[src/rtl/i2cm_pkg.sv]
package i2cm_pkg;

    typedef enum logic [2:0] {
        ST_IDLE,
        ST_ADDR,
        ST_WR,
        ST_RD,
        ST_KEY1,
        ST_KEY2,
        ST_ARMED,
        ST_SKIP
    } seq_st_e;

    typedef struct packed {
        seq_st_e st;
        logic    dec_vld;
        logic    dec_ack;
        logic    rst_pls;
    } seq_reg_t;

    localparam logic [7:0] KEY_FIRST_DEF  = 8'hA5;
    localparam logic [7:0] KEY_SECOND_DEF = 8'h5A;
    localparam logic [6:0] RST_CALL_DEF   = 7'h03;

endpackage

[src/rtl/i2cm_addr_cmp.sv]
module i2cm_addr_cmp #(
    parameter int AW = 7
) (
    input  logic [AW-1:0] cand_i,
    input  logic          en_i,
    input  logic [AW-1:0] rx_i,
    output logic          hit_o
);
    always_comb begin
        hit_o = en_i && (cand_i == rx_i);
    end
endmodule

[src/rtl/i2cm_addr_match.sv]
module i2cm_addr_match #(
    parameter int         NUM_GRP  = 3,
    parameter logic [6:0] RST_CALL = i2cm_pkg::RST_CALL_DEF
) (
    input  logic [6:0]           rx_addr_i,
    input  logic [6:0]           hw_addr_i,
    input  logic [7:0]           bcast_addr_i,
    input  logic                 bcast_en_i,
    input  logic [8*NUM_GRP-1:0] grp_addr_i,
    input  logic [NUM_GRP-1:0]   grp_en_i,
    output logic                 any_hit_o,
    output logic                 rst_hit_o
);
    localparam int NCAND = NUM_GRP + 2;

    logic [NCAND-1:0] hits;
    logic             unused_lsbs;

    i2cm_addr_cmp #(.AW(7)) u_hw (
        .cand_i (hw_addr_i),
        .en_i   (1'b1),
        .rx_i   (rx_addr_i),
        .hit_o  (hits[0])
    );

    i2cm_addr_cmp #(.AW(7)) u_bcast (
        .cand_i (bcast_addr_i[7:1]),
        .en_i   (bcast_en_i),
        .rx_i   (rx_addr_i),
        .hit_o  (hits[1])
    );

    for (genvar g = 0; g < NUM_GRP; g++) begin : g_grp
        i2cm_addr_cmp #(.AW(7)) u_grp (
            .cand_i (grp_addr_i[8*g+7 -: 7]),
            .en_i   (grp_en_i[g]),
            .rx_i   (rx_addr_i),
            .hit_o  (hits[g+2])
        );
    end

    always_comb begin
        any_hit_o   = |hits;
        rst_hit_o   = (rx_addr_i == RST_CALL);
        unused_lsbs = bcast_addr_i[0];
        for (int g = 0; g < NUM_GRP; g++) begin
            unused_lsbs = unused_lsbs ^ grp_addr_i[8*g];
        end
    end
endmodule

[src/rtl/i2cm_seq.sv]
module i2cm_seq
    import i2cm_pkg::*;
#(
    parameter logic [7:0] KEY_FIRST  = KEY_FIRST_DEF,
    parameter logic [7:0] KEY_SECOND = KEY_SECOND_DEF
) (
    input  logic       clk,
    input  logic       rst_n,
    input  logic       start_evt_i,
    input  logic       stop_evt_i,
    input  logic       byte_vld_i,
    input  logic [7:0] byte_i,
    input  logic       any_hit_i,
    input  logic       rst_hit_i,
    output logic       dec_vld_o,
    output logic       dec_ack_o,
    output logic       rst_pls_o
);
    seq_reg_t q, d;

    always_comb begin
        d         = q;
        d.dec_vld = 1'b0;
        d.dec_ack = 1'b0;
        d.rst_pls = 1'b0;
        if (start_evt_i) begin
            d.st = ST_ADDR;
        end else if (stop_evt_i) begin
            d.rst_pls = (q.st == ST_ARMED);
            d.st      = ST_IDLE;
        end else if (byte_vld_i) begin
            unique case (q.st)
                ST_ADDR: begin
                    d.dec_vld = 1'b1;
                    if (rst_hit_i) begin
                        d.dec_ack = !byte_i[0];
                        d.st      = byte_i[0] ? ST_SKIP : ST_KEY1;
                    end else if (any_hit_i) begin
                        d.dec_ack = 1'b1;
                        d.st      = byte_i[0] ? ST_RD : ST_WR;
                    end else begin
                        d.st = ST_SKIP;
                    end
                end
                ST_WR: begin
                    d.dec_vld = 1'b1;
                    d.dec_ack = 1'b1;
                end
                ST_KEY1: begin
                    d.dec_vld = 1'b1;
                    d.dec_ack = (byte_i == KEY_FIRST);
                    d.st      = (byte_i == KEY_FIRST) ? ST_KEY2 : ST_SKIP;
                end
                ST_KEY2: begin
                    d.dec_vld = 1'b1;
                    d.dec_ack = (byte_i == KEY_SECOND);
                    d.st      = (byte_i == KEY_SECOND) ? ST_ARMED : ST_SKIP;
                end
                ST_ARMED: begin
                    d.dec_vld = 1'b1;
                    d.st      = ST_SKIP;
                end
                default: begin
                end
            endcase
        end
    end

    always_ff @(posedge clk or negedge rst_n) begin
        if (!rst_n) begin
            q <= '{st: ST_IDLE, dec_vld: 1'b0, dec_ack: 1'b0, rst_pls: 1'b0};
        end else begin
            q <= d;
        end
    end

    assign dec_vld_o = q.dec_vld;
    assign dec_ack_o = q.dec_ack;
    assign rst_pls_o = q.rst_pls;
endmodule

[src/rtl/i2cm_match_top.sv]
module i2cm_match_top #(
    parameter int NUM_GRP = 3
) (
    input  logic                 clk,
    input  logic                 rst_n,
    input  logic                 start_evt_i,
    input  logic                 stop_evt_i,
    input  logic                 byte_vld_i,
    input  logic [7:0]           byte_i,
    input  logic [6:0]           hw_addr_i,
    input  logic [7:0]           bcast_addr_i,
    input  logic                 bcast_en_i,
    input  logic [8*NUM_GRP-1:0] grp_addr_i,
    input  logic [NUM_GRP-1:0]   grp_en_i,
    output logic                 ack_vld_o,
    output logic                 ack_o,
    output logic                 reg_rst_o
);
    logic any_hit;
    logic rst_hit;

    i2cm_addr_match #(
        .NUM_GRP  (NUM_GRP),
        .RST_CALL (i2cm_pkg::RST_CALL_DEF)
    ) u_match (
        .rx_addr_i    (byte_i[7:1]),
        .hw_addr_i    (hw_addr_i),
        .bcast_addr_i (bcast_addr_i),
        .bcast_en_i   (bcast_en_i),
        .grp_addr_i   (grp_addr_i),
        .grp_en_i     (grp_en_i),
        .any_hit_o    (any_hit),
        .rst_hit_o    (rst_hit)
    );

    i2cm_seq u_seq (
        .clk         (clk),
        .rst_n       (rst_n),
        .start_evt_i (start_evt_i),
        .stop_evt_i  (stop_evt_i),
        .byte_vld_i  (byte_vld_i),
        .byte_i      (byte_i),
        .any_hit_i   (any_hit),
        .rst_hit_i   (rst_hit),
        .dec_vld_o   (ack_vld_o),
        .dec_ack_o   (ack_o),
        .rst_pls_o   (reg_rst_o)
    );
endmodule

[config.mk]
export PLATFORM = sky130hd
export DESIGN_NAME = i2cm_match_top
export DESIGN_NICKNAME = d
export VERILOG_FILES = /design/src/rtl/i2cm_pkg.sv /design/src/rtl/i2cm_addr_cmp.sv /design/src/rtl/i2cm_addr_match.sv /design/src/rtl/i2cm_seq.sv /design/src/rtl/i2cm_match_top.sv
export SDC_FILE = /design/constraint.sdc
export NUM_CORES = 1
export LEC_CHECK = 0
export ABC_AREA = 1
export BUFFER_PORTS_ARGS = -buffer_cell sky130_fd_sc_hd__buf_2
export CELL_PAD_IN_SITES_DETAIL_PLACEMENT = 1
export CELL_PAD_IN_SITES_GLOBAL_PLACEMENT = 2
export CORE_MARGIN = 5
export CORE_UTILIZATION = 21
export CTS_BUF_LIST = sky130_fd_sc_hd__clkbuf_4 sky130_fd_sc_hd__clkbuf_8
export DETAILED_ROUTE_END_ITERATION = 12
export GPL_TIMING_DRIVEN = 0
export PLACE_DENSITY = 0.85
export RECOVER_POWER = 100
export SYNTH_ARGS = -nofsm -noshare
export SYNTH_HDL_FRONTEND = slang
export SYNTH_SLANG_ARGS = --single-unit
[constraint.sdc]
create_clock -name clk -period 2.2 [get_ports clk]
set_input_delay 0.66 -clock clk [delete_from_list [all_inputs] [get_ports clk]]
set_output_delay 0.66 -clock clk [all_outputs]
set_load 0.005 [all_outputs]
==> impl_metrics.csv <==
group,metric,value,unit
timing,fin_ws,0.404,ns
global_routing,grt_pass1_vias,1510,
clocking,h-tree-depth,1,
yosys,synth_seq_cells,6,
clocking,cts_setup_buffers,0,
global_routing,grt_overflow,0,
setup_path,worstSetupStartpoint,"byte_i[2]",
clocking,tritoncts,"built",
floorplan,die_w,80.9,um
timing,fmax,0.557,GHz
setup_path,cp-end-kind,"register",
yosys,ys_types,24,
setup_path,regToRegEndpoint,"u_seq.q[4]",
clocking,cts-root-buf,"clkbuf_8",
yosys,syn_avg_cell_area,4.84,um2
timing,slew_violations,0,
yosys,netlist_area,1060,um2
setup_path,worst_ep_arrival_time,1.90,ns
global_routing,antenna_found_initial,0,
yosys,synth_enable_flop_cells,0,
final_layout,drive_above_1_share,0.224,
drt,wl_per_cell,11.0,um
power_and_ir_drop,ir_drop,186,uV
setup_path,slowest_delay,0.26,ns
final_layout,nets,330,
yosys,async_flop_share,1.00,
timing,fin_crit,1.80,ns
floorplan,ios,59,
final_layout,final_cell_area,1430,um2
clocking,clk_pin_slew_worst_paths,0.04,ns
clocking,clock-sinks,6,
floorplan,start_util,0.219,
global_routing,grt_pass1_wl,6400,um
timing,grt_setup_unrepaired,"false",
floorplan,core-area,4820,um2
clocking,clock_latency,0.22,ns
clocking,post_cts_resized,0,
yosys,synth.most_common_cell,"nand2_1",
placed_design,dp_slack,0.313,ns
power_and_ir_drop,p_sw,0.171,mW
yosys,synth_warnings,0,
floorplan,dieArea,6550,um2
timing,period_share,0.817,
setup_path,r2r_slack,0.67,ns
yosys,synth_nets,274,
drt,vias_per_cell,4.16,
yosys,synthFlopType,"dfrtp_1",
setup_path,startpoint_type,"input port",
placed_design,port_buffers,51,
drt,dr.pass1.iters,4,
timing,worst_hold_slack,0.307,ns
placed_design,hpwl,3340,um
power_and_ir_drop,power.total,0.487,mW
yosys,synth_cells,218,
run_status,status,"complete, no violations",
clocking,postCtsHoldBufs,0,
run,cap_viol_max_count,0,
power_and_ir_drop,seqPwrFrac,0.247,
timing,hold_viol_final,0,
worst_hold_path,hold_class,"input port to asynchronous set/reset pin",
setup_path,critPathSlowestCell,"clkbuf_1",
power_and_ir_drop,pwr-share-clk,0.339,
yosys,synth_top_area_frac,0.316,
yosys,synth_sequential_area_ratio,0.142,
final_layout,layout.cells.non_filler,339,
global_routing,groute.usage.overall,0.121,
timing,relSlewSlack,0.730,
setup_path,worstRegToRegCells,9,
final_layout,fill_cells,712,
setup_path,required,2.30,ns
setup_path,cp_max_fo,7,
drt,drc,0,
placed_design,gp_congestion,0.776,
drt,drtAntennaViolNets,0,
timing,finalClockSkew,0.00451,ns
timing,tightest_slew,0.399,ns
timing,fin_tns_setup,0,ns
floorplan,rows,25,
clocking,clk_path_buf_depth,2,
final_layout,final_core_util,0.296,
power_and_ir_drop,combPwrFrac,0.414,
clocking,cts_buffers,3,
yosys,netlist_top_cells_area,"nand2_1 32%, dfrtp_1 14%, nor2_1 14%",
power_and_ir_drop,p_leak,0.880,nW
power_and_ir_drop,p_int,0.317,mW
power_and_ir_drop,power.density,342,nW/um2
final_layout,syn2layout_area_growth,35.1,%
drt,wirelength,3730,um
power_and_ir_drop,p_sw_frac,0.351,
setup_path,worstPathCellList,"clkbuf_1 > inv_2 > nor3_2 > nand4_1 > nor2_1 > inv_1 > o21ai_2 > nor2_1 > nand2_1 > a21oi_1",
drt,vias,1411,
timing,setup_viol,0,
drt,drt-initial-drc-count,35,
global_routing,grt_max_degree,10,
setup_path,critPathKind,"input port to register",
setup_path,crit_path_frequent_cell,"nor2_1",
floorplan,die_h,80.9,um
setup_path,r2r_start,"u_seq.q[3]",
yosys,ys_top_cells_by_count,"89 x nand2_1, 40 x nor2_1, 38 x inv_1",
placed_design,dpl.cell_count,336,
placed_design,post_dp_cell_area,1400,um2
yosys,synth_top_area_cell,"nand2_1",
final_layout,antennaDiodeCount,0,
## per-layer routing
metal | up-vias | track usage | part of all wire
met5 | - | 0 | 0
met4 | 0 | 0.0203 | 0.0021
met3 | 2 | 0.0144 | 0.052
met2 | 32 | 0.216 | 0.46
met1 | 622 | 0.158 | 0.48
li1 | 755 | - | -
## critical path: cells and delay by family
| family | cells | cell delay (ns) |
|---|---|---|
| AOI/OAI and AO/OA | 2 | 0.18 |
| and+or+nand+nor | 5 | 0.59 |
| buffers and inverters | 3 | 0.47 |
## cell families after synthesis
| logic type | count (synthesis) | synth area share |
|---|---|---|
| AOI/OAI and AO/OA | 13 | 0.0711 |
| buffers and inverters | 46 | 0.174 |
| DFF | 6 | 0.142 |
| xor gates and xnor gates | 4 | 0.0332 |
| and+or+nand+nor | 149 | 0.579 |
## flip-flops by register name (all words and copies together), names as in the netlist
name             count
u_seq.q              3
u_seq.dec_ack_o      1
u_seq.dec_vld_o      1
u_seq.rst_pls_o      1
## worst max-delay path by stage
stage / to / slack [ns]
2_1_floorplan: u_seq.q[3] / 0.54
3_3_place_gp: u_seq.q[3] / 0.33
3_5_place_dp: u_seq.q[3] / 0.31
4_1_cts: u_seq.q[3] / 0.53
5_1_grt: u_seq.dec_ack_o / 0.17
6_report: u_seq.q[3] / 0.40
## cell type report
| class | count | area (um2) | share of cell area |
|---|---|---|---|
| buffer | 3 | 22.5 | 0.0158 |
| clock buffer | 3 | 41.3 | 0.0289 |
| inverter | 43 | 161 | 0.113 |
| multi-input combinational | 166 | 718 | 0.504 |
| sequential | 6 | 150 | 0.105 |
| tap | 67 | 83.8 | 0.0588 |
| timing repair buffer | 51 | 249 | 0.175 |
## power groups by stage
stage / registers, mW / clock network (mW) / logic (mW)
3_5_place_dp: 0.122 / 0 / 0.206
5_1_grt: 0.122 / 0.180 / 0.237
2_1_floorplan: 0.121 / 0 / 0.116
3_3_place_gp: 0.122 / 0 / 0.203
6_report: 0.121 / 0.165 / 0.202
4_1_cts: 0.121 / 0.164 / 0.208
## cells in the final DEF (no fill, tap or decap), types with 3 or more instances in the layout
cell | synthesis | routed
nand4_1 | 4 | 4
clkbuf_8 | 0 | 3
buf_4 | 3 | 3
nand3_1 | 6 | 6
inv_2 | 5 | 5
o21ai_1 | 4 | 3
o21ai_0 | 3 | 4
buf_2 | 0 | 46
dfrtp_1 | 6 | 6
a21oi_1 | 2 | 3
nand2_1 | 89 | 89
nor2_1 | 40 | 40
xnor2_1 | 3 | 3
inv_1 | 38 | 38
clkbuf_1 | 0 | 5
No activity file was read; power rests on OpenSTA's default activity.
